[src/rtl/serbus_host_pkg.sv]
package serbus_host_pkg;

    typedef enum logic [2:0] {
        ST_IDLE,
        ST_HEADER,
        ST_WR_FETCH,
        ST_WR_SEND,
        ST_RD_COLLECT
    } host_state_e;

    localparam logic [7:0] OP_WR_INCR  = 8'h01;
    localparam logic [7:0] OP_RD_INCR  = 8'h02;
    localparam logic [7:0] OP_WR_FIXED = 8'h03;
    localparam logic [7:0] OP_RD_FIXED = 8'h04;

    function automatic logic [7:0] op_code(input logic is_wr, input logic is_fx);
        if (is_wr) return is_fx ? OP_WR_FIXED : OP_WR_INCR;
        return is_fx ? OP_RD_FIXED : OP_RD_INCR;
    endfunction

endpackage

[src/rtl/serbus_frame_mux.sv]
module serbus_frame_mux #(
    parameter int ADDR_W = 32,
    parameter int DATA_W = 32,
    parameter int CNT_W  = 8,
    parameter int IDX_W  = 3
) (
    input  logic              hdr_sel,
    input  logic [IDX_W-1:0]  idx,
    input  logic [7:0]        opcode,
    input  logic [CNT_W-1:0]  cnt,
    input  logic [ADDR_W-1:0] widx,
    input  logic [DATA_W-1:0] word,
    output logic [7:0]        byte_o
);
    localparam int ADDR_BYTES = ADDR_W / 8;
    localparam int WORD_BYTES = DATA_W / 8;
    localparam int HDR_BYTES  = 2 + ADDR_BYTES;

    logic [7:0] hdr_b [HDR_BYTES];
    logic [7:0] dat_b [WORD_BYTES];

    assign hdr_b[0] = opcode;
    assign hdr_b[1] = 8'(cnt);

    generate
        for (genvar g = 0; g < ADDR_BYTES; g++) begin : g_addr_byte
            assign hdr_b[2+g] = widx[ADDR_W-1-8*g -: 8];
        end
        for (genvar g = 0; g < WORD_BYTES; g++) begin : g_data_byte
            assign dat_b[g] = word[DATA_W-1-8*g -: 8];
        end
    endgenerate

    always_comb begin
        byte_o = '0;
        if (hdr_sel) begin
            for (int k = 0; k < HDR_BYTES; k++) begin
                if (idx == IDX_W'(k)) byte_o = hdr_b[k];
            end
        end else begin
            for (int k = 0; k < WORD_BYTES; k++) begin
                if (idx == IDX_W'(k)) byte_o = dat_b[k];
            end
        end
    end

endmodule

[src/rtl/serbus_word_pack.sv]
module serbus_word_pack #(
    parameter int DATA_W = 32
) (
    input  logic              clk,
    input  logic              rst_n,
    input  logic              clear,
    input  logic              collect,
    input  logic              rx_valid,
    input  logic [7:0]        rx_data,
    output logic              rx_ready,
    output logic              word_valid,
    input  logic              word_ready,
    output logic [DATA_W-1:0] word_data
);
    localparam int WORD_BYTES = DATA_W / 8;
    localparam int BC_W       = $clog2(WORD_BYTES);
    localparam logic [BC_W-1:0] BC_LAST = BC_W'(WORD_BYTES - 1);

    logic [DATA_W-9:0] shreg;
    logic [BC_W-1:0]   bcnt;
    logic              out_v;
    logic [DATA_W-1:0] out_d;
    logic              take;

    assign rx_ready   = collect ? !out_v : 1'b1;
    assign take       = collect && rx_valid && !out_v;
    assign word_valid = out_v;
    assign word_data  = out_d;

    always_ff @(posedge clk) begin
        if (!rst_n) begin
            shreg <= '0;
            bcnt  <= '0;
            out_v <= 1'b0;
            out_d <= '0;
        end else if (clear) begin
            bcnt  <= '0;
            out_v <= 1'b0;
        end else begin
            if (out_v && word_ready) out_v <= 1'b0;
            if (take) begin
                if (bcnt == BC_LAST) begin
                    out_d <= {shreg, rx_data};
                    out_v <= 1'b1;
                    bcnt  <= '0;
                end else begin
                    shreg <= {shreg[DATA_W-17:0], rx_data};
                    bcnt  <= bcnt + 1'b1;
                end
            end
        end
    end

endmodule

[src/rtl/serbus_host.sv]
module serbus_host
    import serbus_host_pkg::*;
#(
    parameter int DATA_W      = 32,
    parameter int ADDR_W      = 32,
    parameter int CNT_W       = 8,
    parameter int CHUNK_WORDS = 8
) (
    input  logic              clk,
    input  logic              rst_n,
    input  logic              req_valid,
    output logic              req_ready,
    input  logic              req_write,
    input  logic              req_fixed,
    input  logic [ADDR_W-1:0] req_addr,
    input  logic [CNT_W-1:0]  req_count,
    input  logic              wr_valid,
    output logic              wr_ready,
    input  logic [DATA_W-1:0] wr_data,
    output logic              tx_valid,
    input  logic              tx_ready,
    output logic [7:0]        tx_data,
    input  logic              rx_valid,
    output logic              rx_ready,
    input  logic [7:0]        rx_data,
    output logic              rd_valid,
    input  logic              rd_ready,
    output logic [DATA_W-1:0] rd_data,
    output logic              busy
);
    localparam int WORD_BYTES = DATA_W / 8;
    localparam int ADDR_BYTES = ADDR_W / 8;
    localparam int HDR_BYTES  = 2 + ADDR_BYTES;
    localparam int IDX_W      = $clog2(HDR_BYTES > WORD_BYTES ? HDR_BYTES : WORD_BYTES);
    localparam int LSB_DROP   = $clog2(WORD_BYTES);
    localparam logic [CNT_W-1:0] CHUNK_C   = CNT_W'(CHUNK_WORDS);
    localparam logic [IDX_W-1:0] HDR_LAST  = IDX_W'(HDR_BYTES - 1);
    localparam logic [IDX_W-1:0] DATA_LAST = IDX_W'(WORD_BYTES - 1);

    host_state_e       state, state_nx;
    logic              wr_mode, fx_mode;
    logic [ADDR_W-1:0] frame_addr;
    logic [CNT_W-1:0]  frame_cnt, frame_left, remaining;
    logic [IDX_W-1:0]  idx;
    logic [DATA_W-1:0] wr_word;

    logic              req_fire, tx_fire, wr_fire, rd_fire;
    logic              req_zero;
    logic [CNT_W-1:0]  first_cnt, next_cnt;
    logic [ADDR_W-1:0] req_widx;
    logic              hdr_sel, collect;
    logic              addr_unused;

    assign req_fire  = req_valid && req_ready;
    assign tx_fire   = tx_valid && tx_ready;
    assign wr_fire   = wr_valid && wr_ready;
    assign rd_fire   = rd_valid && rd_ready;
    assign req_zero  = (req_count == '0);
    assign first_cnt = (req_write && req_count > CHUNK_C) ? CHUNK_C : req_count;
    assign next_cnt  = (remaining > CHUNK_C) ? CHUNK_C : remaining;
    assign req_widx  = {{LSB_DROP{1'b0}}, req_addr[ADDR_W-1:LSB_DROP]};
    assign addr_unused = ^req_addr[LSB_DROP-1:0];

    // State register
    always_ff @(posedge clk) begin
        if (!rst_n) state <= ST_IDLE;
        else        state <= state_nx;
    end

    // Transitions
    always_comb begin
        state_nx = state;
        unique case (state)
            ST_IDLE: begin
                if (req_fire && !req_zero) state_nx = ST_HEADER;          // accept
            end
            ST_HEADER: begin
                if (tx_fire && idx == HDR_LAST)                           // header-done
                    state_nx = wr_mode ? ST_WR_FETCH : ST_RD_COLLECT;
            end
            ST_WR_FETCH: begin
                if (wr_fire) state_nx = ST_WR_SEND;                       // fetched
            end
            ST_WR_SEND: begin
                if (tx_fire && idx == DATA_LAST) begin
                    if (frame_left != CNT_W'(1)) state_nx = ST_WR_FETCH;  // word-sent
                    else if (remaining != '0)    state_nx = ST_HEADER;    // next-chunk
                    else                         state_nx = ST_IDLE;      // write-done
                end
            end
            ST_RD_COLLECT: begin
                if (rd_fire && frame_left == CNT_W'(1)) state_nx = ST_IDLE; // read-done
            end
            default: state_nx = ST_IDLE;
        endcase
    end

    // Outputs
    always_comb begin
        req_ready = (state == ST_IDLE);
        busy      = (state != ST_IDLE);
        hdr_sel   = (state == ST_HEADER);
        tx_valid  = (state == ST_HEADER) || (state == ST_WR_SEND);
        wr_ready  = (state == ST_WR_FETCH);
        collect   = (state == ST_RD_COLLECT);
    end

    // Request context and counters
    always_ff @(posedge clk) begin
        if (!rst_n) begin
            wr_mode    <= 1'b0;
            fx_mode    <= 1'b0;
            frame_addr <= '0;
            frame_cnt  <= '0;
            frame_left <= '0;
            remaining  <= '0;
            idx        <= '0;
            wr_word    <= '0;
        end else begin
            unique case (state)
                ST_IDLE: begin
                    if (req_fire && !req_zero) begin
                        wr_mode    <= req_write;
                        fx_mode    <= req_fixed;
                        frame_addr <= req_widx;
                        frame_cnt  <= first_cnt;
                        frame_left <= first_cnt;
                        remaining  <= req_count - first_cnt;
                        idx        <= '0;
                    end
                end
                ST_HEADER: begin
                    if (tx_fire) idx <= (idx == HDR_LAST) ? '0 : idx + 1'b1;
                end
                ST_WR_FETCH: begin
                    if (wr_fire) begin
                        wr_word <= wr_data;
                        idx     <= '0;
                    end
                end
                ST_WR_SEND: begin
                    if (tx_fire) begin
                        if (idx == DATA_LAST) begin
                            idx        <= '0;
                            frame_left <= frame_left - 1'b1;
                            if (frame_left == CNT_W'(1) && remaining != '0) begin
                                if (!fx_mode) frame_addr <= frame_addr + ADDR_W'(frame_cnt);
                                frame_cnt  <= next_cnt;
                                frame_left <= next_cnt;
                                remaining  <= remaining - next_cnt;
                            end
                        end else begin
                            idx <= idx + 1'b1;
                        end
                    end
                end
                ST_RD_COLLECT: begin
                    if (rd_fire) frame_left <= frame_left - 1'b1;
                end
                default: ;
            endcase
        end
    end

    serbus_frame_mux #(
        .ADDR_W (ADDR_W),
        .DATA_W (DATA_W),
        .CNT_W  (CNT_W),
        .IDX_W  (IDX_W)
    ) u_mux (
        .hdr_sel (hdr_sel),
        .idx     (idx),
        .opcode  (op_code(wr_mode, fx_mode)),
        .cnt     (frame_cnt),
        .widx    (frame_addr),
        .word    (wr_word),
        .byte_o  (tx_data)
    );

    serbus_word_pack #(
        .DATA_W (DATA_W)
    ) u_pack (
        .clk        (clk),
        .rst_n      (rst_n),
        .clear      (req_fire),
        .collect    (collect),
        .rx_valid   (rx_valid),
        .rx_data    (rx_data),
        .rx_ready   (rx_ready),
        .word_valid (rd_valid),
        .word_ready (rd_ready),
        .word_data  (rd_data)
    );

endmodule

[config.mk]
export PLATFORM = sky130hd
export DESIGN_NAME = serbus_host
export DESIGN_NICKNAME = d
export VERILOG_FILES = /design/src/rtl/serbus_host_pkg.sv /design/src/rtl/serbus_frame_mux.sv /design/src/rtl/serbus_word_pack.sv /design/src/rtl/serbus_host.sv
export SDC_FILE = /design/constraint.sdc
export NUM_CORES = 1
export LEC_CHECK = 0
export BUFFER_PORTS_ARGS = -buffer_cell sky130_fd_sc_hd__buf_2
export CAP_MARGIN = 20
export CORE_MARGIN = 2
export CORE_UTILIZATION = 30
export CTS_BUF_LIST = sky130_fd_sc_hd__clkbuf_8
export DETAILED_ROUTE_END_ITERATION = 16
export HOLD_SLACK_MARGIN = 0.08
export SLEW_MARGIN = 30
export SYNTH_ARGS = -nofsm -noshare
export SYNTH_HDL_FRONTEND = slang
export SYNTH_SLANG_ARGS = --single-unit
export TNS_END_PERCENT = 30
[constraint.sdc]
create_clock -name clk -period 2.45 [get_ports clk]
set_clock_uncertainty 0.05 [all_clocks]
set_input_delay 0.3675 -clock clk [delete_from_list [all_inputs] [get_ports clk]]
set_output_delay 0.3675 -clock clk [all_outputs]
set_load 0.02 [all_outputs]
# Word level (Yosys, flattened, before mapping)
# Cells that the tools add are included.
# totals
out_inout_bits,46
inputBits,89
reg_bits,155
elab_cells,140
# classes
bitwise,3
muxes,60
magnitude_cmp,2
n_reduce_logical,33
n_addsub,6
eq_ne,23
# ops
operator,n
$mux 8,27
$mux 32,5
$pmux 32 s2,1
$mux 3,13
$add 32x8->32,1
$pmux 8 s2,2
$pmux 8 s3,1
$reduce_and 5->1,4
$gt 8x4->1 const B,2
$sub 8x8->8,2
$pmux 3 s5,1
$ne 2x2->1 const B,7
$eq 3x2->1 const B,4
$logic_and 1x1->1,12
$pmux 3 s4,1
$eq 3x3->1 const B,3
$eq 8x1->1 const B,1
$logic_not 8->1,1
$ne 2x1->1 const B,4
$ne 8x1->1 const B,1
$reduce_bool 8->1,1
$sub 8x1->8 const B,1
$eq 3x1->1 const B,2
$logic_not 3->1,2
15 further kinds,28

# Logic depth before layout (Yosys ltp)
# Gate-level depths: netlist of run 1.
# logic_depth
depth_word,10
mapped_depth,11
mapped_depth_nobuf,9

# Hierarchy
# From an unflattened synthesis of run 1, not the netlist that was laid out.
# unflattened
cells_unflattened,1053
hier_area_um2,8538.2
# modules_own_cells
mod,seq_area_each_um2,cells_per_inst,n_inst,area_per_inst_um2
serbus_host,1921.8,739,1,5581.6
serbus_word_pack,1181.1,208,1,2225.9
serbus_frame_mux,0.0,106,1,730.7

# Worst setup path before layout of run 1
# No wires, ideal clock.
# synth_path
path_kind,reg-to-reg
from,register frame_left[0]
to,register frame_addr[31]
path_buffers,2
synth_period_minus_slack_ps,2590
slack_ps,-140
stages_incl_launch_ff,10
setup_time_ps,70
arrival_time_ps,2470
required_time_ps,2330
path_cell_list,dfxtp_1 ha_1 or4b_4 a311oi_4 and2_1 buf_4 o21ai_2 buf_6 or4_1 a21oi_1
# synth_via
elab_chain_cells,4
# synth_lines
element,line,text
start: declaration,serbus_host.sv:43,"logic [CNT_W-1:0] frame_cnt, frame_left, remaining;"
start signal: assignment,serbus_host.sv:127,frame_left <= first_cnt;
start signal: assignment,serbus_host.sv:145,frame_left <= frame_left - 1'b1;
start signal: assignment,serbus_host.sv:149,frame_left <= next_cnt;
$eq 8x1->1,serbus_host.sv:146,if (frame_left == CNT_W'(1) && remaining != '0) begin
$logic_and 1x1->1,serbus_host.sv:146,
$ne 2x1->1 (no source line),-,
$reduce_and 6->1 (no source line),-,
end signal: assignment,serbus_host.sv:125,frame_addr <= req_widx;
end signal: assignment,serbus_host.sv:147,if (!fx_mode) frame_addr <= frame_addr + ADDR_W'(frame_cnt);
end: declaration,serbus_host.sv:42,logic [ADDR_W-1:0] frame_addr;
# No other way between the ends.
# A chain may end at the register's enable or synchronous reset.

# Worst setup path in the final report of run 1
# layout_path
from,register idx[0]
to,output port tx_data[4]
# layout_via
elab_chain_cells,8
word_cells_on_any_way,17
cone_classes,eq/ne: 5; mux: 11; reduce/logical: 1
# layout_lines
element,line,text
start: declaration,serbus_host.sv:44,logic [IDX_W-1:0] idx;
start signal: assignment,serbus_host.sv:133,if (tx_fire) idx <= (idx == HDR_LAST) ? '0 : idx + 1'b1;
start signal: assignment,serbus_host.sv:153,idx <= idx + 1'b1;
$logic_not 3->1,"serbus_frame_mux.sv:38, serbus_frame_mux.sv:42",
$mux 8 (6 in a row),serbus_frame_mux.sv:38,if (idx == IDX_W'(k)) byte_o = hdr_b[k];
$mux 8 *,serbus_frame_mux.sv:36,if (hdr_sel) begin
end: declaration,serbus_host.sv:22,"output logic [7:0] tx_data,"
# Every way passes the cells marked *; elsewhere a longest branch is shown, timed or not.

==> metrics.csv, run 1 <==
metric,value,unit
syn_avg_cell_area,7.296,sq um
slew-limit-headroom,61.72,%
use_met2,33.70,%
routed_wl,29510,um
synth-compound-area-share,27.27,%
drt_iter0_markers,666,
cp-start-kind,flop,
peakVddDrop,0.0004152,V
synth-adder-area-share,3.269,%
critPathKind,reg2out,
yosysUniqueCellTypes,71,
hold_path.class,in2reg,
busiest_layer,met2,
die-area,0.02890,sq mm
timing.final.crit_share,108.4,%
cp.arrival,2240,ps
worstHoldEndpoint,frame_addr[5]$_SDFFE_PN0P_,
fp.dieH,170,um
synthCells,1133,
cts-buffers-inserted,17,
outcome,finished with violations,
mostFrequentLayoutCells,"nand2_1 (267), dfxtp_1 (147), a21oi_1 (136), buf_4 (126), buf_2 (125)",
antenna_left,0,
ctsRootBufferMaster,clkbuf_8,
synth-xor-area-share,0.7416,%
die_w,170,um
cp_max_fo,5,
r2r_end,frame_addr[23]$_SDFFE_PN0P_,
synth_top_family_by_area,compound AO/OA/AOI/OAI gates,
cp.required,2030,ps
cts.sinks,155,
ys_seq_elements,155,
synth_ff_type,dfxtp_1,
synth_edf_count,0,
worst_pin_slew,574.2,ps
hpwl,20500,um
overflow,0,
grt_first_pass_wirelength,46020,um
min_period,2656,ps
final-setup-viol-count,9,
core_area,0.02703,sq mm
fmax,376.5,MHz
grt_use_met3,3.814,%
violations,negative setup slack,
rsz0062_at_grt,true,
leakagePower,0.004555,uW
cp-end-kind,output port,
routed_via_density,5.356,
reg2reg_slack,-40,ps
synthMuxAreaShare,0.9687,%
async_flop_share,0,%
slew_violations,0,
drc_errors,0,
drtPass1Iterations,7,
areaGrowthSynthToFinish,41.17,%
vias,9304,
place_congestion,0.9075,
antenna_found_initial,0,
powerDensity,787.9,mW/mm^2
rows,60,
hold_viol_final,0,
grt_use_met1,26.14,%
grt_pass1_vias,8768,
final_common_cell,nand2_1,
yosysSeqAreaShare,37.54,%
worst_skew_pair.late_latency,480,ps
hold_depth,3,
fin_ws,-205.9,ps
initial_utilization,30.59,%
synth_area,0.008267,sq mm
dp_slack,-205.3,ps
yosys.area_share.simple,25.08,%
final_layout_size_suffix_gt1_share,29.61,%
nets,1492,
yosys_warnings,0,
worstHoldStart,req_addr[7],
clk_path_buf_depth,2,
path_clk_slew,100,ps
io_pins,135,
cts.htree.levels,4,
port_buffers,132,
drv_cap,0,
grtUsageTotal,19.99,%
total_power,9195,uW
cts_tree,done,
worstRegToRegCells,9,
wire_per_inst,16.99,um
grt_max_degree,104,
regToRegStartpoint,frame_left[1]$_SDFFE_PN0P_,
## worst max path at each step
stage                                     from                           to  slack [ps]  depth (start not counted)
global placement                  req_count[7]    remaining[4]$_SDFFE_PN0P_        -170                         12
floorplan           frame_left[0]$_SDFFE_PN0P_  frame_addr[31]$_SDFFE_PN0P_         -80                          9
global route               idx[0]$_SDFFE_PN0P_                   tx_data[4]        -270                          8
CTS                        idx[1]$_SDFFE_PN0P_                   tx_data[4]        -190                          9
finish                     idx[0]$_SDFFE_PN0P_                   tx_data[4]        -210                          8
detailed placement                req_count[7]    remaining[4]$_SDFFE_PN0P_        -210                         12
## synthesized netlist by cell type, types with 11 or more instances
cell / count / area share (%)
dfxtp_1: 155 / 38
nand3_1: 29 / 1.8
a21oi_1: 147 / 8.9
a22oi_1: 15 / 1.4
nor2_1: 76 / 3.5
a211oi_1: 17 / 1.5
nor3_1: 29 / 1.8
a31oi_1: 12 / 0.91
nor4_1: 11 / 0.83
inv_1: 20 / 0.91
nand2_1: 272 / 12
clkbuf_1: 77 / 3.5
o21ai_0: 69 / 4.2
ha_1: 20 / 3.0
## layer usage
layer  part of all wire [%]  up-vias
met4                    1.4        0
met1                     45     4420
li1                       -     4538
met5                      0        -
met2                     48      312
met3                    6.4       34
## cells by family (layout without fill, tap and decap cells)
logic type / count (synthesis) / in the layout
and+or+nand+nor: 474 / 474
AOI/OAI and AO/OA: 359 / 359
DFF: 155 / 155
buffers and inverters: 108 / 369
adders and majority gates: 21 / 21
muxes: 8 / 8
xor gates and xnor gates: 7 / 7
other: 1 / 3
## area by class of cell
cell class,instances,area (sq um)
Fill cell,2744,15360
Multi-Input combinational cell,871,5199
Sequential cell,155,3120
Timing Repair Buffer,316,2397
Tap cell,341,426.7
Clock buffer,17,234.0
Clock inverter,15,202.7
Inverter,21,87.58
Antenna cell,1,2.502
## sequential cells by signal, summed over array words and instances (netlist names)
name and count:
u_pack.word_data 32, frame_cnt 8, wr_mode 1, wr_word 32, u_pack.word_valid 1, u_pack.shreg 24, u_pack.bcnt 2, state 3
remaining 8, frame_addr 32, idx 3, frame_left 8, fx_mode 1
## what timing repair did
item	CTS	global route
hold endpoints to repair	43	1
setup buffers	6	11
hold buffers	37	1
resized for setup	91	62
pin swaps	27	36
gates cloned	4	1
setup endpoints to repair	39	55
## stage by stage
step                      hold WS (ps)  utilization [%]  std cells  setup TNS [ps]  instance area (sq um)
after floorplan                  382.1                -       1134          -148.6                   8310
after global placement           392.9            37.23       1643           -2521                  10060
after detailed placement         395.1            37.27       1644           -3568                  10070
after CTS                        82.87            41.76       1723           -2031                  11290
after global routing             80.68            43.17       1736           -2285                  11670
final                            97.82            43.18       1737           -1143                  11670
## power breakdown
part	internal [uW]	leakage, uW	total [uW]	switching [uW]
clock network	795	0.000210	2070	1280
registers	2800	0.00126	3090	289
logic	1840	0.00308	4030	2200
total	5430	0.00455	9200	3760
## worst max-delay path: stages, from the launching register on
cell and delay [ps]:
dfxtp_4 390, ha_4 180, ha_4 170, and2_4 170, a222oi_1 320, nand2_1 110
o211ai_1 140, o21ai_1 120, buf_4 170
Note: power is estimated with default switching activity, not from simulation.
==> inputs of run 2 (changes only) <==
--- a/config.mk
+++ b/config.mk
@@ -12,6 +12,7 @@
 export CTS_BUF_LIST = sky130_fd_sc_hd__clkbuf_8
 export DETAILED_ROUTE_END_ITERATION = 16
 export HOLD_SLACK_MARGIN = 0.08
+export RECOVER_POWER = 25
 export SLEW_MARGIN = 30
 export SYNTH_ARGS = -nofsm -noshare
 export SYNTH_HDL_FRONTEND = slang
==> run 2 against run 1 <==
Effect of this change:
- the run still ends with negative setup slack left
- via count decreased by 0.55%
- global-route usage unchanged
- sequential share of layout area increased by 0.18 points
- routed wire length decreased by 0.19%
- first-iteration DRC count increased by 2.4%
- final cell count unchanged
- clock power about the same
- die area unchanged
- non-clock buffer count unchanged
- critical endpoint unchanged
- largest cell class unchanged
==> metrics.csv, run 2 (same netlist as run 1, synthesis figures left out) <==
metric,value,unit
antenna_found_initial,0,
fp.dieH,170,um
cts-buffers-inserted,17,
final_area,0.01159,sq mm
die-area,0.02890,sq mm
ctsRootBufferMaster,clkbuf_8,
cp.arrival,2240,ps
io_pins,135,
rsz0062_at_grt,true,
tns,-1196,ps
grt_pass1_vias,8768,
regToRegStartpoint,frame_left[1]$_SDFFE_PN0P_,
die_w,170,um
cp-start-kind,flop,
outcome,finished with violations,
wire_per_inst,16.96,um
antenna_left,0,
port_buffers,132,
fmax,375.8,MHz
cts.htree.levels,4,
cpMostUsedCell,ha_4,
slew_violations,0,
grtUsageTotal,19.99,%
hold_viol_final,0,
worst_pin_slew,700.3,ps
cp-end-kind,output port,
rows,60,
vias,9253,
drv_cap,0,
cp_num_buf_inv,1,
drc_errors,0,
cts.sinks,155,
dpl_cell_area,0.01007,sq mm
cp_max_fo,5,
drt_iter0_markers,682,
crit_slowest_cell,dfxtp_4,
routed_via_density,5.327,
leakagePower,0.004390,uW
nets,1492,
powerDensity,791.5,mW/mm^2
min_period,2661,ps
grt_max_degree,104,
slowest_delay,390,ps
slew-limit-headroom,53.31,%
final-setup-viol-count,9,
areaGrowthSynthToFinish,40.21,%
mostFrequentLayoutCells,"nand2_1 (267), dfxtp_1 (147), a21oi_1 (136), buf_4 (123), buf_2 (92)",
cp.required,2030,ps
path_clk_slew,100,ps
initial_utilization,30.59,%
place_congestion,0.9075,
critPathKind,reg2out,
crit_path_start,idx[0]$_SDFFE_PN0P_,
core_area,0.02703,sq mm
fin_ws,-210.7,ps
total_power,9175,uW
crit_chain,ha_4 -> ha_4 -> and2_4 -> a222oi_1 -> nand2_1 -> o211ai_1 -> o21ai_1 -> buf_4,
final_common_cell,nand2_1,
violations,negative setup slack,
peakVddDrop,0.0004129,V
hpwl,20500,um
worst_skew_pair.late_latency,480,ps
hold_path.class,in2reg,
clk_path_buf_depth,2,
routed_wl,29450,um
cts_tree,done,
drtPass1Iterations,6,
grt_first_pass_wirelength,46020,um
worstHoldStart,req_addr[7],
overflow,0,
final_layout_size_suffix_gt1_share,27.03,%
hold_ws,95.35,ps
timing.final.crit_share,108.6,%
critPathTopFamily,compound AO/OA/AOI/OAI gates,
## run 2: cell count changes in the layout (fill, tap and decap cells not counted), sizes merged
| cell | change |
|---|---|
| clkbuf | +37 |
| buf | -37 |
## run 2: through the flow
stage          setup slack, ps  cells  util [%]
3_5_place_dp            -205.3   1644     37.27
4_1_cts                 -192.0   1723     41.76
3_3_place_gp            -174.6   1643     37.23
5_1_grt                 -274.6   1736     42.88
6_report                -210.7   1737     42.89
2_1_floorplan           -83.79   1134         -
## run 2: layer usage
layer | track usage (%) | share of wire, % | up-vias
met5 | 0 | 0 | -
met4 | 5.425 | 1.2 | 0
met3 | 3.814 | 5.9 | 32
met2 | 33.70 | 48 | 270
met1 | 26.14 | 45 | 4410
li1 | - | - | 4541
## run 2: tightest hold or removal path, cell delays in order
cell     delay [ps]
buf_2           100
nand2_1          50
a31oi_1          70
## run 2: layout make-up
class                   instances  area (sq um)
clock inverters                15         202.7
multi-input cells             871          5187
diodes                          1         2.502
inverters                      21         87.58
flip-flops and latches        155          3120
clock buffers                  17         234.0
fillers                      2774         15430
well taps                     341         426.7
repair buffers                316          2330
## run 2: final timing paths
| kind | cells past startpoint | to | slack, ps |
|---|---|---|---|
| worst max-delay path | 8 | tx_data[4] | -210 |
| worst min-delay path | 3 | frame_addr[5]$_SDFFE_PN0P_ | 100 |
| worst max register to register | 9 | frame_addr[23]$_SDFFE_PN0P_ | -40 |
| worst min register to register | 2 | u_pack.word_data[29]$_SDFFE_PN0P_ | 400 |
## run 2: power by group
group          switching [uW]  total [uW]  leakage (uW)  internal, uW
Sequential                288        3090       0.00126          2800
Clock                    1290        2080      0.000210           795
Combinational            2190        4010       0.00292          1820
## run 2: timing repair
action	4_1_cts	5_1_grt
hold buffers	37	1
hold endpoints to repair	43	1
pin swaps	27	36
buffers inserted	6	11
cloned	4	1
endpoints found under the setup margin	39	55
gates resized for setup	91	62
